===== config.mk =====
export PLATFORM = sky130hd
export DESIGN_NAME = dct_conv_timer
export DESIGN_NICKNAME = d
export VERILOG_FILES = /design/src/rtl/dct_pkg.sv /design/src/rtl/dct_len_calc.sv /design/src/rtl/dct_counter.sv /design/src/rtl/dct_seq_ctrl.sv /design/src/rtl/dct_conv_timer.sv
export SDC_FILE = /design/constraint.sdc
export NUM_CORES = 1
export LEC_CHECK = 0
export CAP_MARGIN = 10
export CORE_ASPECT_RATIO = 1.75
export CORE_MARGIN = 2
export CORE_UTILIZATION = 65
export DETAILED_ROUTE_END_ITERATION = 10
export HOLD_SLACK_MARGIN = 0.1
export PLACE_DENSITY = 0.85
export SLEW_MARGIN = 30
export SYNTH_ARGS = -nofsm -noshare
export SYNTH_HDL_FRONTEND = slang
export SYNTH_SLANG_ARGS = --single-unit

===== constraint.sdc =====
create_clock -name clk_i -period 6.6 [get_ports clk_i]
set_input_delay 0.99 -clock clk_i [delete_from_list [all_inputs] [get_ports clk_i]]
set_output_delay 0.99 -clock clk_i [all_outputs]
set_load 0.01 [all_outputs]

===== src/rtl/dct_pkg.sv =====
package dct_pkg;
  typedef enum logic {
    FILT_SINC     = 1'b0,
    FILT_FASTSINC = 1'b1
  } filt_e;

  localparam int unsigned FASTSINC_TAIL  = 4;
  localparam int unsigned FASTSINC_CONST = 2;
endpackage


===== src/rtl/dct_len_calc.sv =====
module dct_len_calc
  import dct_pkg::*;
#(
  parameter int unsigned OSR_W = 10,
  parameter int unsigned ORD_W = 3,
  parameter int unsigned CNT_W = 2 * (OSR_W + 1) + 1
) (
  input  logic [OSR_W-1:0] fosr_m1_i,
  input  logic [OSR_W-1:0] iosr_m1_i,
  input  logic [ORD_W-1:0] order_i,
  input  filt_e            filt_i,
  input  logic             short_i,
  output logic [CNT_W-1:0] len_o
);
  logic [CNT_W-1:0] f_w, i_w, tail_w, const_w, span_w;
  logic             bypass;

  always_comb begin
    f_w    = CNT_W'(fosr_m1_i) + CNT_W'(1);
    i_w    = CNT_W'(iosr_m1_i) + CNT_W'(1);
    bypass = (fosr_m1_i == '0);
    if (filt_i == FILT_FASTSINC) begin
      tail_w  = CNT_W'(FASTSINC_TAIL);
      const_w = CNT_W'(FASTSINC_CONST);
    end else begin
      tail_w  = CNT_W'(order_i);
      const_w = CNT_W'(order_i);
    end
    span_w = CNT_W'(iosr_m1_i) + tail_w;
    if (bypass)       len_o = i_w;
    else if (short_i) len_o = f_w * i_w;
    else              len_o = f_w * span_w + const_w;
  end
endmodule


===== src/rtl/dct_counter.sv =====
module dct_counter #(
  parameter int unsigned CNT_W = 23
) (
  input  logic             clk_i,
  input  logic             rst_ni,
  input  logic             clr_i,
  input  logic             load_i,
  input  logic [CNT_W-1:0] len_i,
  input  logic             dec_i,
  output logic [CNT_W-1:0] cnt_o,
  output logic             last_o
);
  logic [CNT_W-1:0] cnt_q;

  always_ff @(posedge clk_i or negedge rst_ni) begin
    if (!rst_ni)     cnt_q <= '0;
    else if (clr_i)  cnt_q <= '0;
    else if (load_i) cnt_q <= len_i;
    else if (dec_i)  cnt_q <= cnt_q - CNT_W'(1);
  end

  assign cnt_o  = cnt_q;
  assign last_o = (cnt_q == CNT_W'(1));
endmodule


===== src/rtl/dct_seq_ctrl.sv =====
module dct_seq_ctrl (
  input  logic clk_i,
  input  logic rst_ni,
  input  logic smp_en_i,
  input  logic start_i,
  input  logic abort_i,
  input  logic cont_i,
  input  logic fast_cont_i,
  input  logic last_i,
  output logic load_o,
  output logic short_o,
  output logic dec_o,
  output logic done_o,
  output logic busy_o
);
  logic busy_q, busy_d, start_acc, reload;

  always_comb begin
    start_acc = start_i && !busy_q && !abort_i;
    done_o    = busy_q && smp_en_i && last_i && !abort_i;
    reload    = done_o && cont_i;
    load_o    = start_acc || reload;
    short_o   = reload && fast_cont_i;   // first conversion after start stays full
    dec_o     = busy_q && smp_en_i;
    if (abort_i)             busy_d = 1'b0;
    else if (load_o)         busy_d = 1'b1;
    else if (done_o)         busy_d = 1'b0;
    else                     busy_d = busy_q;
  end

  always_ff @(posedge clk_i or negedge rst_ni) begin
    if (!rst_ni) busy_q <= 1'b0;
    else         busy_q <= busy_d;
  end

  assign busy_o = busy_q;
endmodule


===== src/rtl/dct_conv_timer.sv =====
module dct_conv_timer
  import dct_pkg::*;
#(
  parameter int unsigned OSR_W = 10,
  parameter int unsigned ORD_W = 3
) (
  input  logic             clk_i,
  input  logic             rst_ni,
  input  logic             smp_en_i,
  input  logic [OSR_W-1:0] fosr_m1_i,
  input  logic [OSR_W-1:0] iosr_m1_i,
  input  logic [ORD_W-1:0] order_i,
  input  logic             filt_sel_i,
  input  logic             fast_cont_i,
  input  logic             cont_i,
  input  logic             start_i,
  input  logic             abort_i,
  output logic             done_o,
  output logic             busy_o
);
  localparam int unsigned CNT_W = 2 * (OSR_W + 1) + 1;

  logic [CNT_W-1:0] len_w, cnt_w;
  logic             load_w, short_w, dec_w, last_w;
  filt_e            filt_w;

  assign filt_w = filt_e'(filt_sel_i);

  dct_len_calc #(.OSR_W(OSR_W), .ORD_W(ORD_W), .CNT_W(CNT_W)) u_len (
    .fosr_m1_i (fosr_m1_i),
    .iosr_m1_i (iosr_m1_i),
    .order_i   (order_i),
    .filt_i    (filt_w),
    .short_i   (short_w),
    .len_o     (len_w)
  );

  dct_seq_ctrl u_ctrl (
    .clk_i       (clk_i),
    .rst_ni      (rst_ni),
    .smp_en_i    (smp_en_i),
    .start_i     (start_i),
    .abort_i     (abort_i),
    .cont_i      (cont_i),
    .fast_cont_i (fast_cont_i),
    .last_i      (last_w),
    .load_o      (load_w),
    .short_o     (short_w),
    .dec_o       (dec_w),
    .done_o      (done_o),
    .busy_o      (busy_o)
  );

  dct_counter #(.CNT_W(CNT_W)) u_cnt (
    .clk_i  (clk_i),
    .rst_ni (rst_ni),
    .clr_i  (abort_i),
    .load_i (load_w),
    .len_i  (len_w),
    .dec_i  (dec_w),
    .cnt_o  (cnt_w),
    .last_o (last_w)
  );
endmodule


==> results.yml, run 1 <==
status:
  stop_stage: "global routing (5_1_grt)"
  status: "stopped before the end"
  first-error: "[ERROR GRT-0232] Routing congestion too high. Check the congestion heatmap in the GUI."
timing:
  worstEpCategory: "register input"
  crit_endpoint: "u_cnt.cnt_o[15]$_DFFE_PN0P_/D"
clock_network:
  clock_path_buffers: 2
  cts_root_buffer: "clkbuf_16"
  cts_max_level: 1
  numClockSinks: 24
  cts_made_buffers: 3
yosys:
  yosys-top-cells-area: "fa_1 (32%), ha_1 (16%), inv_1 (7.5%), nand2_1 (5.8%), dfrtp_1 (5.8%)"
  ys_warn_count: 0
  synth_edf_count: 0
  syn_area_per_cell_um2: 8.25
  netlist_instances: 1264
  synth-main-ff-cell: "dfrtp_1"
  syn-cell-area_um2: 10400
  synth_top_area_cell: "fa_1"
  synthArstFlopShare: 1.00
  yosysSeqAreaShare: 0.0576
  ys_types: 52
  synth_fp_nets: 1595
  ys_ff_latch: 24
  netlist.area_leader.share: 0.319
die:
  std_cell_rows: 61
  die_y_um: 172
  num_io_pins: 33
  initial_utilization: 0.660
  die_w_um: 99.7
global_routing:
  track_usage: 0.774
  grt_overflow: 129
  grt_max_degree: 25
place:
  place_congestion: 1.06
  io_buffers: 32
  dp.final_hpwl_um: 28700
-- Yosys cell counts, drive strengths merged (6+ instances only) --
master and n:
nor3 21, nor2b 10, nor4 6, nand4 7, nand2b 7, o21bai 7, a211oi 11, xnor2 52
o31ai 6, a31oi 7, fa 166, a21o 19, ha 134, and2 24, inv 208, xor2 45
clkbuf 40, nand3 18, nor2 144, and3 12, a22oi 8, o21ai 27, nand2 162, mux2i 6
o211ai 7, a21oi 42, dfrtp 24
-- kinds of logic after synthesis --
group,synth area share
AO/OA/AOI/OAI,0.0966
XOR/XNOR,0.0815
adder cells (fa/ha/maj),0.480
buffers and inverters,0.0922
flip-flops,0.0576
multiplexers,0.00576
AND/OR/NAND/NOR,0.187
-- routing by layer --
layer  GRT usage  GRT overflow
met2       0.967            72
met4       0.842            55
met1       0.741             2
met3       0.598             0
met5       0.126             0
-- through the flow --
stage          hold slack [ps]  cells  instance area [um2]  worst slack, ps  TNS [ps]
3_5_place_dp               568   1689                12700             -993    -12390
2_1_floorplan              571   1264                10500            -26.3     -27.3
4_1_cts                    585   1703                13500             12.6         0
3_3_place_gp               557   1689                12700             -811    -10140
-- repair_timing --
item                                    4_1_cts
gates resized for setup                     119
pin swaps                                    37
endpoints found under the setup margin       15
hold buffers                                  0
setup buffers                                11
==> inputs of run 2 (changes only) <==
--- a/config.mk
+++ b/config.mk
@@ -6,12 +6,10 @@
 export NUM_CORES = 1
 export LEC_CHECK = 0
 export CAP_MARGIN = 10
-export CORE_ASPECT_RATIO = 1.75
 export CORE_MARGIN = 2
-export CORE_UTILIZATION = 65
+export CORE_UTILIZATION = 40
 export DETAILED_ROUTE_END_ITERATION = 10
-export HOLD_SLACK_MARGIN = 0.1
-export PLACE_DENSITY = 0.85
+export PLACE_DENSITY_LB_ADDON = 0.15
 export SLEW_MARGIN = 30
 export SYNTH_ARGS = -nofsm -noshare
 export SYNTH_HDL_FRONTEND = slang
==> results.yml, run 2 <==
timing:
  rsz0062_at_grt: "yes"
  setup_viol: 0
  worst_pin_slew_ps: 897
  timing.fmax_mhz: 153
  final_hold_viol_count: 0
  finalClockSkew_ps: 1.81
  max_slew_margin: 0.400
  post-route-period-util: 0.993
  fin_hold_ws_ps: 607
  final-max-slew-violation-count: 0
  period_needed_ps: 6550
route:
  dr.pass1.iters: 5
  ant_nets: 0
  via_per_inst: 5.11
  num_vias: 9610
  wl_um: 34000
  wl_per_cell_um: 18.1
  drt_iter0_drc: 512
  drc: 0
yosys:
  synth_edf_count: 0
  synth_most_common_cell: "inv_1"
  syn-cell-area_um2: 10400
  synth_fp_nets: 1595
  ys_types: 52
  netlist_instances: 1264
  yosysSeqAreaShare: 0.0576
  synth-main-ff-cell: "dfrtp_1"
  synth_top_area_cell: "fa_1"
  syn_area_per_cell_um2: 8.25
  yosys-top-cells-count: "inv_1 (208), fa_1 (166), nand2_1 (162)"
  synthArstFlopShare: 1.00
  ys_warn_count: 0
  netlist.area_leader.share: 0.319
  yosys-top-cells-area: "fa_1 (32%), ha_1 (16%), inv_1 (7.5%), nand2_1 (5.8%), dfrtp_1 (5.8%)"
  ys_ff_latch: 24
job:
  maxCapViolations: 0
cells_and_area:
  largest_reg_flops: 23
  final_cell_mix: "buf_4 (268), inv_1 (204), fa_1 (160)"
  area_delta_synth_final_pct: 36.4
  drive_above_1_share: 0.277
  nNetsFinal: 1876
  mostFrequentLayoutCell: "buf_4"
global_routing:
  grt_max_degree: 25
  grt_pass1_vias: 9906
  grt_first_pass_wirelength_um: 53700
  antenna_found_initial: 1
  grt_overflow: 0
  track_usage: 0.259
power:
  switching_share: 0.501
  power.switching_mw: 3.57
  p_int_mw: 3.55
  pwr-share-comb: 0.947
  clockPowerShare: 0.022
  p_leak_nw: 7.35
  seq_power_share: 0.031
  ir_worst_vdd_uv: 591
  powerDensity_nw_per_um2: 501
  total_power_mw: 7.12
setup_path:
  path_max_fanout: 4
  worst_ep_required_time_ps: 6740
  r2r_end: "u_cnt.cnt_o[22]$_DFFE_PN0P_"
  worstRegToRegCells: 10
  cp-start-kind: "input pin"
  end_kind: "flip-flop"
  r2r-start: "u_cnt.cnt_o[8]$_DFFE_PN0P_"
  path_class: "in -> reg"
  rrSetupSlack_ps: 3190
  worstPathArrival_ps: 6690
place:
  place_congestion: 0.863
  dp.final_hpwl_um: 28400
  io_buffers: 32
clock_network:
  cts_made_buffers: 3
  clock_path_buffers: 2
  clk_pin_slew_ps: 70
  cts_tree: "built"
  cts_root_buffer: "clkbuf_16"
  clk_latency_ps: 270
  cts_max_level: 1
  numClockSinks: 24
  postCtsHoldBufs: 0
hold_path:
  hold_path_class: "reg -> reg"
  hold_start: "u_ctrl.busy_o$_DFFE_PN0P_"
  min_to: "u_ctrl.busy_o$_DFFE_PN0P_"
  hold_path_depth: 2
status:
  status: "completed"
die:
  std_cell_rows: 59
  initial_utilization: 0.403
  num_io_pins: 33
  design.core.area_um2: 25800
  die-area_um2: 27400
  die_w_um: 165
  die_y_um: 165
## run 2: what timing repair did
| action | in CTS | in global routing |
|---|---|---|
| setup buffers | 21 | 12 |
| endpoints found under the setup margin | 15 | 14 |
| pin swaps | 52 | 70 |
| resized for setup | 123 | 92 |
## run 2: final cells by class
cell class	count	area [um2]
timing repair buffer	319	2570
multi-input combinational	988	9750
fill	2430	11600
sequential	24	601
tap	335	419
antenna	1	2.50
clock buffer	4	88.8
inverter	209	785
## run 2: critical path, cell delays in order
cell and delay (ps):
clkdlybuf4s15_1 210, buf_6 140, fa_2 410, a21oi_4 200
buf_6 130, nor2_4 40, and3_4 200, xor2_4 200
nand2_2 90, fa_1 470, fa_1 510, inv_2 40
fa_1 500, fa_1 500, inv_1 50, fa_1 520
inv_2 50, ha_4 310, nand2_4 60, nor2_4 120
buf_6 120, buf_4 100, nand3_1 70, nor2_1 210
a2111oi_4 60, xnor2_1 140, a22oi_1 130, o21ai_0 100
## run 2: layer usage
| layer | wire (um) | track usage |
|---|---|---|
| met1 | 14500 | 0.347 |
| met2 | 16700 | 0.445 |
| met3 | 1690 | 0.0250 |
| met4 | 1080 | 0.0745 |
| met5 | 0 | 0 |
## run 2: through the flow
stage | instances | setup WS [ps] | TNS (ps) | area, um2 | utilization
global route | 1880 | -220 | -1370 | 14200 | 0.550
finish | 1880 | 48.5 | 0 | 14200 | 0.550
CTS | 1867 | -6.62 | -6.62 | 13800 | 0.533
detailed placement | 1843 | -950 | -12220 | 13000 | 0.502
global placement | 1843 | -868 | -11360 | 13000 | 0.502
floorplan | 1264 | -26.3 | -27.3 | 10500 | -
## run 2: logic make-up after synthesis
group                    count (synthesis)  share of synthesized area
AO/OA/AOI/OAI                          154                     0.0966
XOR/XNOR                                97                     0.0815
adder cells (fa/ha/maj)                300                      0.480
buffers and inverters                  252                     0.0922
flip-flops                              24                     0.0576
multiplexers                             6                    0.00576
AND/OR/NAND/NOR                        431                      0.187
## run 2: how the worst max path moves through the flow
| stage | start | to | slack [ps] |
|---|---|---|---|
| final | iosr_m1_i[1] | u_cnt.cnt_o[15]$_DFFE_PN0P_ | 50 |
| after global routing | order_i[0] | u_cnt.cnt_o[19]$_DFFE_PN0P_ | -220 |
| after CTS | order_i[0] | u_cnt.cnt_o[21]$_DFFE_PN0P_ | -7 |
| after detailed placement | filt_sel_i | u_cnt.cnt_o[21]$_DFFE_PN0P_ | -950 |
| after global placement | filt_sel_i | u_cnt.cnt_o[21]$_DFFE_PN0P_ | -870 |
| after floorplan | order_i[0] | u_cnt.cnt_o[15]$_DFFE_PN0P_ | -30 |
## run 2: power groups by stage
stage          sequential (mW)  combinational [mW]  clock, mW
2_1_floorplan            0.213                3.06          0
3_3_place_gp             0.221                5.26          0
3_5_place_dp             0.222                5.29          0
4_1_cts                  0.220                6.05      0.157
5_1_grt                  0.225                7.35      0.164
6_report                 0.221                6.75      0.156
No activity file was read; power rests on OpenSTA's default activity.
==> inputs of run 3 (changes only) <==
--- a/config.mk
+++ b/config.mk
@@ -7,7 +7,7 @@
 export LEC_CHECK = 0
 export CAP_MARGIN = 10
 export CORE_MARGIN = 2
-export CORE_UTILIZATION = 40
+export CORE_UTILIZATION = 50
 export DETAILED_ROUTE_END_ITERATION = 10
 export PLACE_DENSITY_LB_ADDON = 0.15
 export SLEW_MARGIN = 30
==> results.yml, run 3 (synthesized netlist as in run 2, its figures left out) <==
status:
  status: "completed"
cells_and_area:
  multi_input_area_um2: 9670
  area_delta_synth_final_pct: 32.4
  instances_no_fill: 1789
  seqCellArea_um2: 601
  final_cell_mix: "buf_4 (248), inv_1 (202), fa_1 (156)"
  nNetsFinal: 1851
  nFillCells: 1711
  largest_reg_flops: 23
  mostFrequentLayoutCell: "buf_4"
  drive_above_1_share: 0.264
clock_network:
  numClockSinks: 24
  cts_made_buffers: 3
  cts_tree: "built"
  cts_root_buffer: "clkbuf_16"
  clock_path_buffers: 2
  cts_max_level: 1
  clk_latency_ps: 260
  clk_pin_slew_ps: 70
route:
  via_per_inst: 5.40
  drt_iter0_drc: 530
  num_vias: 9668
  ant_nets: 0
  drc: 0
  wl_um: 32500
  wl_per_cell_um: 18.2
  dr.pass1.iters: 5
timing:
  worst_pin_slew_ps: 954
  period_needed_ps: 6510
  rsz0062_at_grt: "yes"
  max_slew_margin: 0.358
  final-max-slew-violation-count: 0
  finalClockSkew_ps: 4.20
  final_hold_viol_count: 0
  setup_viol: 0
  post-route-period-util: 0.986
  timing.fmax_mhz: 154
global_routing:
  grt_overflow: 0
  grt_use_met3: 0.0595
  track_usage: 0.297
  grt_max_degree: 25
  grt_pass1_vias: 9638
  busiest_layer: "met2"
  grt_use_met1: 0.399
  antenna_found_initial: 1
  use_met2: 0.466
  grt_first_pass_wirelength_um: 50600
setup_path:
  worstPathArrival_ps: 6640
  path_max_fanout: 4
  end_kind: "flip-flop"
  path_class: "in -> reg"
  r2r_end: "u_cnt.cnt_o[22]$_DFFE_PN0P_"
  rrSetupSlack_ps: 2860
  worstRegToRegCells: 8
  crit_start: "order_i[0]"
  endpoint: "u_cnt.cnt_o[14]$_DFFE_PN0P_"
  cp-start-kind: "input pin"
  r2r-start: "u_cnt.cnt_o[8]$_DFFE_PN0P_"
  worst_ep_required_time_ps: 6730
die:
  std_cell_rows: 52
  die_y_um: 148
  die-area_um2: 22000
  num_io_pins: 33
  die_w_um: 148
  design.core.area_um2: 20400
  initial_utilization: 0.512
place:
  dp.final_hpwl_um: 26800
  io_buffers: 32
  place_congestion: 0.915
  dp_cells: 1764
power:
  powerDensity_nw_per_um2: 498
  ir_worst_vdd_uv: 471
  switching_share: 0.504
  pwr-share-comb: 0.947
  power.switching_mw: 3.46
  seq_power_share: 0.032
  p_leak_nw: 7.15
  total_power_mw: 6.87
  clockPowerShare: 0.020
  p_int_mw: 3.41
job:
  maxCapViolations: 0
hold_path:
  hold_path_class: "reg -> reg"
## run 3: cell count changes in the layout (fill, tap and decap cells not counted), moves of 3 or more
cell,change
nor3_1,+4
dlygate4sd2_1,+3
fa_1,-4
fa_2,+4
dlymetal6s2s_1,-3
nor2_2,-4
nor3_2,-4
nor2_1,+3
buf_6,-3
buf_4,-20
## run 3: final cells by class
cell class | instances | share of cell area
inverters | 209 | 0.0568
flip-flops and latches | 24 | 0.0435
diodes | 1 | 0.000181
multi-input cells | 988 | 0.700
clock buffers | 3 | 0.00544
well taps | 270 | 0.0245
repair buffers | 294 | 0.169
## run 3: worst min-delay path by stage
stage,endpoint,startpoint,depth (start not counted)
after detailed placement,u_ctrl.busy_o$_DFFE_PN0P_,u_ctrl.busy_o$_DFFE_PN0P_,2
after global placement,u_ctrl.busy_o$_DFFE_PN0P_,u_ctrl.busy_o$_DFFE_PN0P_,2
after global routing,u_cnt.cnt_o[4]$_DFFE_PN0P_,u_cnt.cnt_o[4]$_DFFE_PN0P_,2
after CTS,u_ctrl.busy_o$_DFFE_PN0P_,u_ctrl.busy_o$_DFFE_PN0P_,2
after floorplan,u_cnt.cnt_o[21]$_DFFE_PN0P_,u_cnt.cnt_o[21]$_DFFE_PN0P_,3
final,u_ctrl.busy_o$_DFFE_PN0P_,u_ctrl.busy_o$_DFFE_PN0P_,2
## run 3: timing repair
item | 4_1_cts | 5_1_grt
resized for setup | 92 | 112
cloned | 0 | 1
setup buffers | 6 | 15
hold buffers | 0 | 0
endpoints found under the setup margin | 15 | 14
pin swaps | 32 | 65
## run 3: per-layer routing
| metal | up-vias | routed length (um) |
|---|---|---|
| met1 | 4705 | 13200 |
| met4 | 0 | 1480 |
| met3 | 74 | 2620 |
| met5 | - | 0 |
| li1 | 4536 | - |
| met2 | 353 | 15100 |
## run 3: worst max-delay path: stages
cell and delay (ps):
buf_6 90, nor2b_4 130, ha_4 160, fa_2 390
a21oi_4 230, nand2b_4 200, xor2_2 180, buf_4 160
buf_6 100, nor2_4 30, fa_1 550, fa_1 440
fa_1 460, fa_1 510, inv_2 40, fa_1 490
inv_2 50, ha_4 240, a21oi_4 190, o31ai_4 100
a21oi_2 160, nor2b_4 250, nor2_2 80, xor2_2 200
o22ai_1 130, o21ai_1 90
## run 3: power groups by stage
stage / sequential [mW] / clock (mW) / combinational, mW
3_5_place_dp: 0.222 / 0 / 5.11
6_report: 0.222 / 0.139 / 6.51
2_1_floorplan: 0.213 / 0 / 3.06
4_1_cts: 0.220 / 0.142 / 5.65
5_1_grt: 0.226 / 0.148 / 7.08
3_3_place_gp: 0.221 / 0 / 5.06
## run 3: metrics by stage
step           utilization  setup TNS (ps)  setup slack (ps)  hold slack [ps]  area (um2)
3_3_place_gp         0.627          -10040              -798              561       12800
3_5_place_dp         0.627          -11750              -905              577       12800
6_report             0.678               0              94.5              589       13800
2_1_floorplan            -           -27.3             -26.3              571       10500
4_1_cts              0.649               0             0.835              592       13200
5_1_grt              0.678            -361             -74.3              651       13800
==> inputs of run 4 (changes only) <==
--- a/config.mk
+++ b/config.mk
@@ -9,7 +9,8 @@
 export CORE_MARGIN = 2
 export CORE_UTILIZATION = 50
 export DETAILED_ROUTE_END_ITERATION = 10
-export PLACE_DENSITY_LB_ADDON = 0.15
+export PLACE_DENSITY = 0.76
+export SKIP_LAST_GASP = 1
 export SLEW_MARGIN = 30
 export SYNTH_ARGS = -nofsm -noshare
 export SYNTH_HDL_FRONTEND = slang
==> constraint.sdc (replaced) <==
create_clock -name clk_i -period 7.15 [get_ports clk_i]
set_input_delay 1.0725 -clock clk_i [delete_from_list [all_inputs] [get_ports clk_i]]
set_output_delay 1.0725 -clock clk_i [all_outputs]
set_load 0.01 [all_outputs]
==> results.yml, run 4 (synthesized netlist as in run 2, its figures left out) <==
status:
  status: "completed"
place:
  io_buffers: 32
  dp.final_hpwl_um: 25900
  place_congestion: 0.963
  dp_cells: 1702
power:
  clockPowerShare: 0.023
  seq_power_share: 0.039
  p_int_mw: 2.61
  ir_worst_vdd_uv: 334
  p_leak_nw: 6.69
  switching_share: 0.506
  powerDensity_nw_per_um2: 414
  pwr-share-comb: 0.938
  power.switching_mw: 2.67
timing:
  post-route-period-util: 0.991
  period_needed_ps: 7090
  timing.fmax_mhz: 141
  finalClockSkew_ps: 3.16
  final-max-slew-violation-count: 0
  fin_tns_setup_ps: 0
  worst_pin_slew_ps: 919
  setup_viol: 0
  final_hold_viol_count: 0
  max_slew_margin: 0.382
cells_and_area:
  antenna_cells: 0
  mostFrequentLayoutCell: "inv_1"
  instances_no_fill: 1711
  final_cell_mix: "inv_1 (208), buf_4 (181), fa_1 (165)"
  drive_above_1_share: 0.176
  nFillCells: 1727
  area_delta_synth_final_pct: 22.5
  fin_util: 0.627
  largest_reg_flops: 23
  nNetsFinal: 1774
clock_network:
  cts_max_level: 1
  cts_made_buffers: 3
  clock_path_buffers: 2
  cts_root_buffer: "clkbuf_16"
  clk_pin_slew_ps: 60
  numClockSinks: 24
  clk_latency_ps: 260
  cts_tree: "built"
setup_path:
  slowest_delay_ps: 560
  r2r-start: "u_cnt.cnt_o[8]$_DFFE_PN0P_"
  rrSetupSlack_ps: 3610
  path_max_fanout: 5
  crit_family: "adder cells"
  end_kind: "flip-flop"
  cp_common_cell: "fa_1"
  crit_start: "order_i[1]"
  r2r_end: "u_cnt.cnt_o[22]$_DFFE_PN0P_"
  cp-start-kind: "input pin"
  worstRegToRegCells: 8
  crit_buf_inv: 4
  worst_ep_required_time_ps: 7280
  path_class: "in -> reg"
  slowest_stage: "fa_1"
  worstPathArrival_ps: 7220
hold_path:
  min_to: "u_ctrl.busy_o$_DFFE_PN0P_"
  hold_path_class: "reg -> reg"
  hold_path_depth: 2
  hold_start: "u_ctrl.busy_o$_DFFE_PN0P_"
route:
  drc: 0
  dr.pass1.iters: 7
  wl_um: 30800
  wl_met3_um: 2510
  num_vias: 9590
  drt_iter0_drc: 788
  top_layer: "met4"
  ant_nets: 0
  wl_met1_um: 12200
  via_per_inst: 5.60
  wl_met2_um: 14900
  wl_per_cell_um: 18.0
die:
  die-area_um2: 22000
  die_y_um: 148
  initial_utilization: 0.512
  die_w_um: 148
  num_io_pins: 33
  std_cell_rows: 52
  design.core.area_um2: 20400
global_routing:
  grt_pass1_vias: 9671
  antenna_found_initial: 0
  track_usage: 0.282
  grt_overflow: 0
  grt_max_degree: 25
  grt_first_pass_wirelength_um: 49000
job:
  maxCapViolations: 0
-- run 4: cell count changes in the layout (fill, tap and decap cells not counted), moves of 9 or more --
cell / previous run / this run
fa_2: 10 / 1
clkdlybuf4s50_1: 18 / 29
a21oi_1: 27 / 37
buf_6: 13 / 1
fa_1: 156 / 165
buf_4: 248 / 181
-- run 4: how the worst max path moves through the flow --
stage,depth (start not counted),endpoint,slack [ps]
after floorplan,26,u_cnt.cnt_o[16]$_DFFE_PN0P_,80
after global placement,26,u_cnt.cnt_o[15]$_DFFE_PN0P_,-460
after detailed placement,26,u_cnt.cnt_o[15]$_DFFE_PN0P_,-620
after CTS,26,u_cnt.cnt_o[15]$_DFFE_PN0P_,-10
after global routing,25,u_cnt.cnt_o[19]$_DFFE_PN0P_,-140
final,25,u_cnt.cnt_o[19]$_DFFE_PN0P_,60
-- run 4: per-stage QoR --
step	cell area, um2	hold WS (ps)	power, mW	setup slack [ps]
floorplan	10400	571	3.00	80.0
global placement	12300	558	4.52	-463
detailed placement	12300	582	4.63	-622
CTS	12400	597	4.88	-10.9
global route	12800	661	5.78	-142
finish	12800	585	5.29	62.0
-- run 4: power groups by stage --
| stage | Combinational, mW | Sequential (mW) | Clock (mW) |
|---|---|---|---|
| after floorplan | 2.81 | 0.196 | 0 |
| after global placement | 4.32 | 0.203 | 0 |
| after detailed placement | 4.43 | 0.205 | 0 |
| after CTS | 4.56 | 0.203 | 0.123 |
| after global routing | 5.44 | 0.208 | 0.127 |
| final | 4.96 | 0.204 | 0.124 |
-- run 4: timing repair --
item / 4_1_cts / 5_1_grt
endpoints found under the setup margin: 10 / 14
setup buffers: 0 / 6
cloned: 0 / 0
resized for setup: 17 / 59
hold buffers: 0 / 0
pin swaps: 5 / 19
-- run 4: layout make-up --
type | instances | area (um2) | area share
sequential | 24 | 601 | 0.0470
clock buffer | 3 | 75.1 | 0.00588
inverter | 209 | 785 | 0.0614
timing repair buffer | 217 | 1750 | 0.137
tap | 270 | 338 | 0.0265
multi-input combinational | 988 | 9220 | 0.722
-- run 4: worst reg2reg max path, stage by stage (launching register included) --
cell,delay (ps)
dfrtp_1,410
nor4_1,690
nand3_1,410
o41a_1,740
nor4_4,780
nand3_1,150
mux2i_1,160
nor2_1,60
o21ai_0,60
-- run 4: per-layer routing --
metal / vias up / track usage
met5: - / 0
met4: 0 / 0.0990
met3: 81 / 0.0408
met2: 399 / 0.470
met1: 4733 / 0.379
li1: 4377 / -
